`src/rtl/irb_pkg.sv`:
```
package irb_pkg;
  localparam int REG_W = 16;
  localparam int SUB_W = 3;
  localparam int SUB_LSB = 9;

  typedef enum logic [1:0] {
    CMD_NONE = 2'd0,
    CMD_RD   = 2'd1,
    CMD_WR   = 2'd2,
    CMD_DWR  = 2'd3
  } irb_cmd_e;

  localparam logic [REG_W-1:0] CMD_MASK = 16'hF1FF;
  localparam logic [REG_W-1:0] PAT_RD   = 16'h0101;
  localparam logic [REG_W-1:0] PAT_WR   = 16'h3101;
  localparam logic [REG_W-1:0] PAT_DWR  = 16'h3001;

  localparam logic [3:0] OFS_CTL = 4'h0;
  localparam logic [3:0] OFS_DAT = 4'h4;
  localparam logic [3:0] OFS_HI  = 4'h8;
  localparam logic [3:0] OFS_LO  = 4'hA;
endpackage

```
`src/rtl/irb_cmd_dec.sv`:
```
module irb_cmd_dec
  import irb_pkg::*;
(
  input  logic [REG_W-1:0] ctl_word,
  output irb_cmd_e         cmd,
  output logic [SUB_W-1:0] sub_addr
);
  logic [REG_W-1:0] masked;

  always_comb begin
    masked = ctl_word & CMD_MASK;
    unique case (masked)
      PAT_RD:  cmd = CMD_RD;
      PAT_WR:  cmd = CMD_WR;
      PAT_DWR: cmd = CMD_DWR;
      default: cmd = CMD_NONE;
    endcase
    sub_addr = ctl_word[SUB_LSB +: SUB_W];
  end
endmodule

```
`src/rtl/irb_regs.sv`:
```
module irb_regs
  import irb_pkg::*;
#(
  parameter int HI_W = 12
) (
  input  logic             clk,
  input  logic             rst_n,
  input  logic             wr_en,
  input  logic [3:0]       wr_ofs,
  input  logic [REG_W-1:0] wr_data,
  input  logic             xfer_active,
  input  logic             cap_en,
  input  logic [REG_W-1:0] cap_data,
  output logic [REG_W-1:0] data_q,
  output logic [HI_W-1:0]  hi_q,
  output logic [REG_W-1:0] lo_q
);
  always_ff @(posedge clk or negedge rst_n) begin
    if (!rst_n) begin
      data_q <= '0;
      hi_q   <= '0;
      lo_q   <= '0;
    end else begin
      if (cap_en) begin
        data_q <= cap_data;
      end else if (wr_en && wr_ofs == OFS_DAT && !xfer_active) begin
        data_q <= wr_data;
      end
      if (wr_en && wr_ofs == OFS_HI) hi_q <= wr_data[HI_W-1:0];
      if (wr_en && wr_ofs == OFS_LO) lo_q <= wr_data;
    end
  end
endmodule

```
`src/rtl/irb_xfer.sv`:
```
module irb_xfer
  import irb_pkg::*;
#(
  parameter int AW = 31
) (
  input  logic          clk,
  input  logic          rst_n,
  input  logic          start,
  input  irb_cmd_e      cmd,
  input  logic [AW-1:0] addr_in,
  input  logic          dn_ready,
  output logic          dn_valid,
  output logic          dn_write,
  output logic [AW-1:0] dn_addr,
  output logic          busy_vis,
  output logic          rd_done
);
  always_ff @(posedge clk or negedge rst_n) begin
    if (!rst_n) begin
      dn_valid <= 1'b0;
      dn_write <= 1'b0;
      dn_addr  <= '0;
      busy_vis <= 1'b0;
    end else if (!dn_valid) begin
      if (start && cmd != CMD_NONE) begin
        dn_valid <= 1'b1;
        dn_write <= (cmd != CMD_RD);
        dn_addr  <= addr_in;
        busy_vis <= (cmd != CMD_DWR);
      end
    end else if (dn_ready) begin
      dn_valid <= 1'b0;
      busy_vis <= 1'b0;
    end
  end

  assign rd_done = dn_valid & dn_ready & ~dn_write;
endmodule

```
`src/rtl/ind_reg_bridge.sv`:
```
module ind_reg_bridge
  import irb_pkg::*;
#(
  parameter int HI_W = 12,
  localparam int AW = HI_W + REG_W + SUB_W
) (
  input  logic             clk,
  input  logic             rst_n,
  input  logic             slv_present,
  input  logic             hst_we,
  input  logic [3:0]       hst_addr,
  input  logic [REG_W-1:0] hst_wdata,
  output logic [REG_W-1:0] hst_rdata,
  output logic             dn_valid,
  input  logic             dn_ready,
  output logic             dn_write,
  output logic [AW-1:0]    dn_addr,
  output logic [REG_W-1:0] dn_wdata,
  input  logic [REG_W-1:0] dn_rdata
);
  irb_cmd_e         cmd;
  logic [SUB_W-1:0] sub_addr;
  logic [REG_W-1:0] data_q;
  logic [HI_W-1:0]  hi_q;
  logic [REG_W-1:0] lo_q;
  logic             busy_vis;
  logic             rd_done;
  logic             ctl_wr;

  assign ctl_wr = hst_we && (hst_addr == OFS_CTL);

  irb_cmd_dec u_dec (
    .ctl_word (hst_wdata),
    .cmd      (cmd),
    .sub_addr (sub_addr)
  );

  irb_regs #(.HI_W(HI_W)) u_regs (
    .clk         (clk),
    .rst_n       (rst_n),
    .wr_en       (hst_we),
    .wr_ofs      (hst_addr),
    .wr_data     (hst_wdata),
    .xfer_active (dn_valid),
    .cap_en      (rd_done),
    .cap_data    (dn_rdata),
    .data_q      (data_q),
    .hi_q        (hi_q),
    .lo_q        (lo_q)
  );

  irb_xfer #(.AW(AW)) u_xfer (
    .clk      (clk),
    .rst_n    (rst_n),
    .start    (ctl_wr),
    .cmd      (cmd),
    .addr_in  ({hi_q, lo_q, sub_addr}),
    .dn_ready (dn_ready),
    .dn_valid (dn_valid),
    .dn_write (dn_write),
    .dn_addr  (dn_addr),
    .busy_vis (busy_vis),
    .rd_done  (rd_done)
  );

  assign dn_wdata = data_q;

  always_comb begin
    unique case (hst_addr)
      OFS_CTL: hst_rdata = {7'd0, busy_vis, 7'd0, slv_present};
      OFS_DAT: hst_rdata = data_q;
      OFS_HI:  hst_rdata = {{(REG_W-HI_W){1'b0}}, hi_q};
      OFS_LO:  hst_rdata = lo_q;
      default: hst_rdata = '0;
    endcase
  end
endmodule

```
`config.mk`:
```
export PLATFORM = sky130hd
export DESIGN_NAME = ind_reg_bridge
export DESIGN_NICKNAME = d
export VERILOG_FILES = /design/src/rtl/irb_pkg.sv /design/src/rtl/irb_cmd_dec.sv /design/src/rtl/irb_regs.sv /design/src/rtl/irb_xfer.sv /design/src/rtl/ind_reg_bridge.sv
export SDC_FILE = /design/constraint.sdc
export NUM_CORES = 1
export LEC_CHECK = 0
export CORE_MARGIN = 2
export CORE_UTILIZATION = 35
export CTS_CLUSTER_DIAMETER = 80
export DETAILED_ROUTE_END_ITERATION = 8
export GPL_ROUTABILITY_DRIVEN = 0
export HOLD_SLACK_MARGIN = 0.1
export PLACE_DENSITY = 0.68
export SYNTH_ARGS = -nofsm -noshare
export SYNTH_HDL_FRONTEND = slang
export SYNTH_SLANG_ARGS = --single-unit
```
`constraint.sdc`:
```
create_clock -name clk -period 2.1 [get_ports clk]
set_input_delay 0.315 -clock clk [delete_from_list [all_inputs] [get_ports clk]]
set_output_delay 0.315 -clock clk [all_outputs]
set_load 0.02 [all_outputs]
```
* Word level (Yosys, flattened, before mapping)
Index checks and enable logic that the tools add are counted.
** Cells by class
- Reductions and logical operators :: 13
- Muxes and demuxes :: 10
- Bitwise operators :: 4
- Equal/unequal tests :: 9
** Operators with widths (number)
- one-hot mux 16 bit (4 select lines) :: 1
- two-way mux 16 bit :: 2
- equality test 13 x 11 -> 1 bit (second input constant) :: 2
- equality test 13 x 9 -> 1 bit (second input constant) :: 1
- equality test 4 bit (second input constant) :: 2
- logical AND 1 bit :: 6
- two-way mux 1 bit :: 6
- one-hot mux 2 bit (3 select lines) :: 1
- nonzero test 2 bit :: 3
- equality test 4 x 3 -> 1 bit (second input constant) :: 1
- logical NOT 4 bit :: 1
- inequality test 2 bit (second input constant) :: 2
- AND reduction 2 bit :: 2
- AND 1 bit :: 2
- inequality test 2 x 1 -> 1 bit (second input constant) :: 1
- NOT 1 bit :: 2
- logical NOT 1 bit :: 1
** Storage, ports and cells
- Flip-flop bits (word level) :: 78
- Word-level logic and storage cells :: 43
- Output and inout bits :: 65
- Bits of input ports :: 41

* Depth between registers and ports, before layout
- Depth after elaboration :: 6
- Depth in mapped cells :: 6

* Cells and area by module
Synthesis repeated with hierarchy kept, for this count alone.
** Unflattened totals
- Cell total of the unflattened synthesis :: 270
- Area, all modules :: 3839.9 um^2
** By module, submodules not included
- irb_regs :: instances 1, sequential area each 1101.1 um^2, cells each 140, area each 1886.8 um^2
- irb_xfer :: instances 1, sequential area each 850.8 um^2, cells each 80, area each 1427.6 um^2
- ind_reg_bridge :: instances 1, sequential area each 0.0 um^2, cells each 39, area each 437.9 um^2
- irb_cmd_dec :: instances 1, sequential area each 0.0 um^2, cells each 11, area each 87.6 um^2

* Worst setup path after synthesis
No wires, ideal clock.
- Path kind :: input port to flip-flop
- From :: input port hst_wdata[7]
- To :: register u_xfer.dn_addr[2]
- Required time :: 1.975 ns
- Slack :: 0.241 ns
- Arrival :: 1.734 ns
- Path buffers :: 1
- Cell stages on the path :: 5
- Path through :: nor4_1 > nand4_1 > nor4_4 > buf_6 > mux2_2
** Between the ends
- Cells in the longest elaborated chain, start to end :: 5
- Elaborated cells on any way between the ends :: 7
- Classes of those cells :: eq/ne (3); mux (1); reduce/logical (3)
** Ends and longest elaborated chain
- start: declaration :: line ind_reg_bridge.sv:12 : input logic [REG_W-1:0] hst_wdata,
- equality test 13 x 11 -> 1 bit or equality test 13 x 9 -> 1 bit (tied branches) :: line irb_cmd_dec.sv:12 : unique case (masked)
- one-hot mux 2 bit (3 select lines) (*) :: line irb_cmd_dec.sv:12
- nonzero test 2 bit (*) :: line irb_xfer.sv:25 : if (start && cmd != CMD_NONE) begin
- logical AND 1 bit (*) :: line irb_xfer.sv:25
- AND reduction 2 bit (no line) (*)
- end signal: assignment :: line irb_xfer.sv:28 : dn_addr <= addr_in;
- end: declaration :: line irb_xfer.sv:14 : output logic [AW-1:0] dn_addr,
Mark *: on every way between the ends. The rest lies on a longest branch, timed or not.
A chain may end at the register's enable or synchronous reset.

* Worst setup path in the final report
- From :: input port hst_addr[0]
- To :: output port hst_rdata[11]
** Between the ends
- Cells in the longest elaborated chain, start to end :: 2
- Elaborated cells on any way between the ends :: 5
- Classes of those cells :: eq/ne (3); mux (1); reduce/logical (1)
** Ends and longest elaborated chain
- start: declaration :: line ind_reg_bridge.sv:11 : input logic [3:0] hst_addr,
- equality test 4 bit (tied with other cells) :: line ind_reg_bridge.sv:69 : unique case (hst_addr)
- one-hot mux 16 bit (4 select lines) (*) :: line ind_reg_bridge.sv:69
- end: declaration :: line ind_reg_bridge.sv:13 : output logic [REG_W-1:0] hst_rdata,
Marks and branches as above.

==> impl_metrics.toml <==
[outcome]
outcome = "completed"

[cts]
htree_levels = 3
path_clk_slew_ns = 0.08
cts_buffers = 9
cts_tree = "built"
clockBufferDepth = 2
clock_latency_ns = 0.35
cts_root_buf = "clkbuf_8"
clock-sinks = 78

[timing]
fmax_ghz = 0.485
relSlewSlack = 0.734
finalSetupViolCount = 0
rsz0062_at_grt = "yes"
layout_setup_ws_ns = 0.0391
finalClockSkew_ns = 0.00756
min_period_over_period = 0.981
tightestPinTransition_ns = 0.399
hold_violations = 0
period_minus_slack_ns = 2.06
slew_viol_final = 0

[floorplanning]
dieArea_sq_um = 10600
core_area_sq_um = 9640
initial_utilization = 0.355
rows = 36
die_w_um = 103
dieHeight_um = 103
io-pin-count = 106

[drt]
wl_per_cell_um = 17.5
drc = 0
ant_nets = 0
firstDrtPassIters = 4
vias = 2635
drt_iter0_drc = 88
routed_wl_mm = 9.65
viasPerCell = 4.79

[job]
maxCapViolCount = 0

[power]
vdd_drop_max_mv = 0.359
power_mw = 3.75
p_leak_nw = 2.58
powerDensity_nw_per_um2 = 705

[setup_path]
crit_chain = "dlygate4sd2_1, buf_6, buf_12, nor4bb_4, bufbuf_16, a22oi_1, nand2_1, buf_2"
path_delay_family = "buffers and inverters"
path_max_fanout = 8
crit_start = "hst_addr[0]"
crit_cells = 8
path_class = "in2out"
path_buf_inv = 5
r2r-end = "u_xfer.dn_addr[2]"
cp_slowest_stage_delay_ns = 0.32
crit_path_start_kind = "primary input"
r2r-start = "u_xfer.dn_valid"
rr_worst_depth = 6
cp_slowest_cell = "bufbuf_16"
crit_required_ns = 1.78
cp-end-kind = "primary output"
critPathArrivalTime_ns = 1.75
rrSetupSlack_ns = 0.21

[yosys]
synth_area_per_cell_sq_um = 13.1
synth_area_sq_um = 3430
ys_types = 29
syn-num-nets = 302
ys_ff_latch = 78
yosysSeqAreaShare = 0.570
yosys_warnings = 0
postSynthCellCount = 261

[finish]
diodes = 0
area.growth.synth_to_final_pct = 55.1
nets = 453
final_area_sq_um = 5310
final_cell_count_no_fill = 550
final_util = 0.551
drive_above_1_share = 0.353

[global_routing]
overflow = 0
grt_pass1_vias = 2762
antenna_found_initial = 0
grt_pass1_wl_mm = 15.0
grt_max_degree = 51
grt.total_usage = 0.190

[hold_path]
hp-class = "in2async"

[placement]
place_ws_ns = -0.530
placedCellCount = 522
port_buffers = 105
placed_area_sq_um = 4930
dp_hpwl_mm = 6.66
## worst max path at each step
stage	to	slack, ns
floorplan	u_xfer.dn_addr[2]	0.24
global placement	hst_rdata[8]	-0.49
detailed placement	u_xfer.dn_addr[18]	-0.53
CTS	u_xfer.busy_vis	0.009
global route	hst_rdata[3]	-0.03
finish	hst_rdata[11]	0.04
## Yosys cell counts (all sizes together)
master / count / area [sq um]
a21boi: 2 / 15.0
nor4: 3 / 48.8
nor2: 1 / 3.75
nor4bb: 1 / 10.0
a22oi: 10 / 75.1
a21o: 1 / 7.51
nand3b: 1 / 7.51
buf: 7 / 53.8
a21oi: 1 / 5.00
nand2: 38 / 143
mux2: 60 / 676
nor2b: 1 / 6.26
mux2i: 16 / 160
inv: 2 / 7.51
dfrtp: 78 / 1950
nand4bb: 1 / 11.3
clkbuf: 7 / 26.3
a22o: 6 / 52.6
nand4: 1 / 6.26
a31oi: 1 / 6.26
o21ai: 16 / 80.1
a221o: 2 / 20.0
nor3b: 1 / 7.51
nor4b: 3 / 38.8
o22ai: 1 / 6.26
## layout by cell type (no fill, tap or decap), types with 2 or more instances in the layout
cell / count
a221o_1: 2
a22o_1: 6
a22oi_1: 9
buf_12: 7
buf_2: 10
buf_4: 41
buf_6: 4
bufbuf_16: 3
bufinv_16: 2
clkbuf_8: 9
clkdlybuf4s50_1: 76
clkinvlp_4: 2
dfrtp_1: 78
dlygate4sd2_1: 12
inv_1: 2
mux2_1: 3
mux2_2: 57
mux2i_1: 16
nand2_1: 38
nor4_4: 3
nor4b_4: 2
o21ai_0: 16
## what timing repair did
action	in CTS	in global routing
hold buffers	1	0
endpoints found under the hold margin	28	0
cloned	3	0
pin swaps	6	2
buffers inserted	8	0
endpoints found under the setup margin	48	43
resized for setup	84	9
## cell type report
class	count	area (sq um)
multi-input cells	167	1450
well taps	133	166
flip-flops and latches	78	1950
clock inverters	7	97.6
clock buffers	9	124
repair buffers	154	1520
inverters	2	7.51
fillers	881	4330
## state kept, by name, summed over array words and instances, names as in the netlist
register and cells:
u_xfer.dn_addr 31, u_regs.hi_q 12, u_xfer.busy_vis 1, u_xfer.dn_write 1
u_regs.data_q 16, u_regs.lo_q 16, u_xfer.dn_valid 1
## kinds of logic (layout without fill, tap and decap cells)
family                 Yosys count  in the layout  share of synthesized area
flip-flops                      78             78                      0.570
multiplexers                    76             76                      0.244
AND/OR/NAND/NOR                 51             51                     0.0825
AO/OA/AOI/OAI                   40             40                     0.0782
buffers and inverters           16            172                     0.0256
## report_power, final
| group | switching (mW) | internal [mW] |
|---|---|---|
| Clock | 0.565 | 0.673 |
| Combinational | 0.304 | 0.367 |
| Sequential | 0.146 | 1.69 |
## per-stage QoR
stage / hold WS (ns) / TNS, ns
2_1_floorplan: 0.0194 / 0
3_3_place_gp: 0.268 / -21.39
3_5_place_dp: 0.272 / -24.13
4_1_cts: 0.422 / 0
5_1_grt: 0.473 / -0.143
6_report: 0.440 / 0
## layer usage
metal	track usage	share of wire	vias to the layer above
met5	0	0	-
met4	0.0567	0.0085	0
met3	0.0407	0.052	10
met2	0.319	0.48	86
met1	0.248	0.46	1296
li1	-	-	1243
Note: power is estimated with default switching activity, not from simulation.
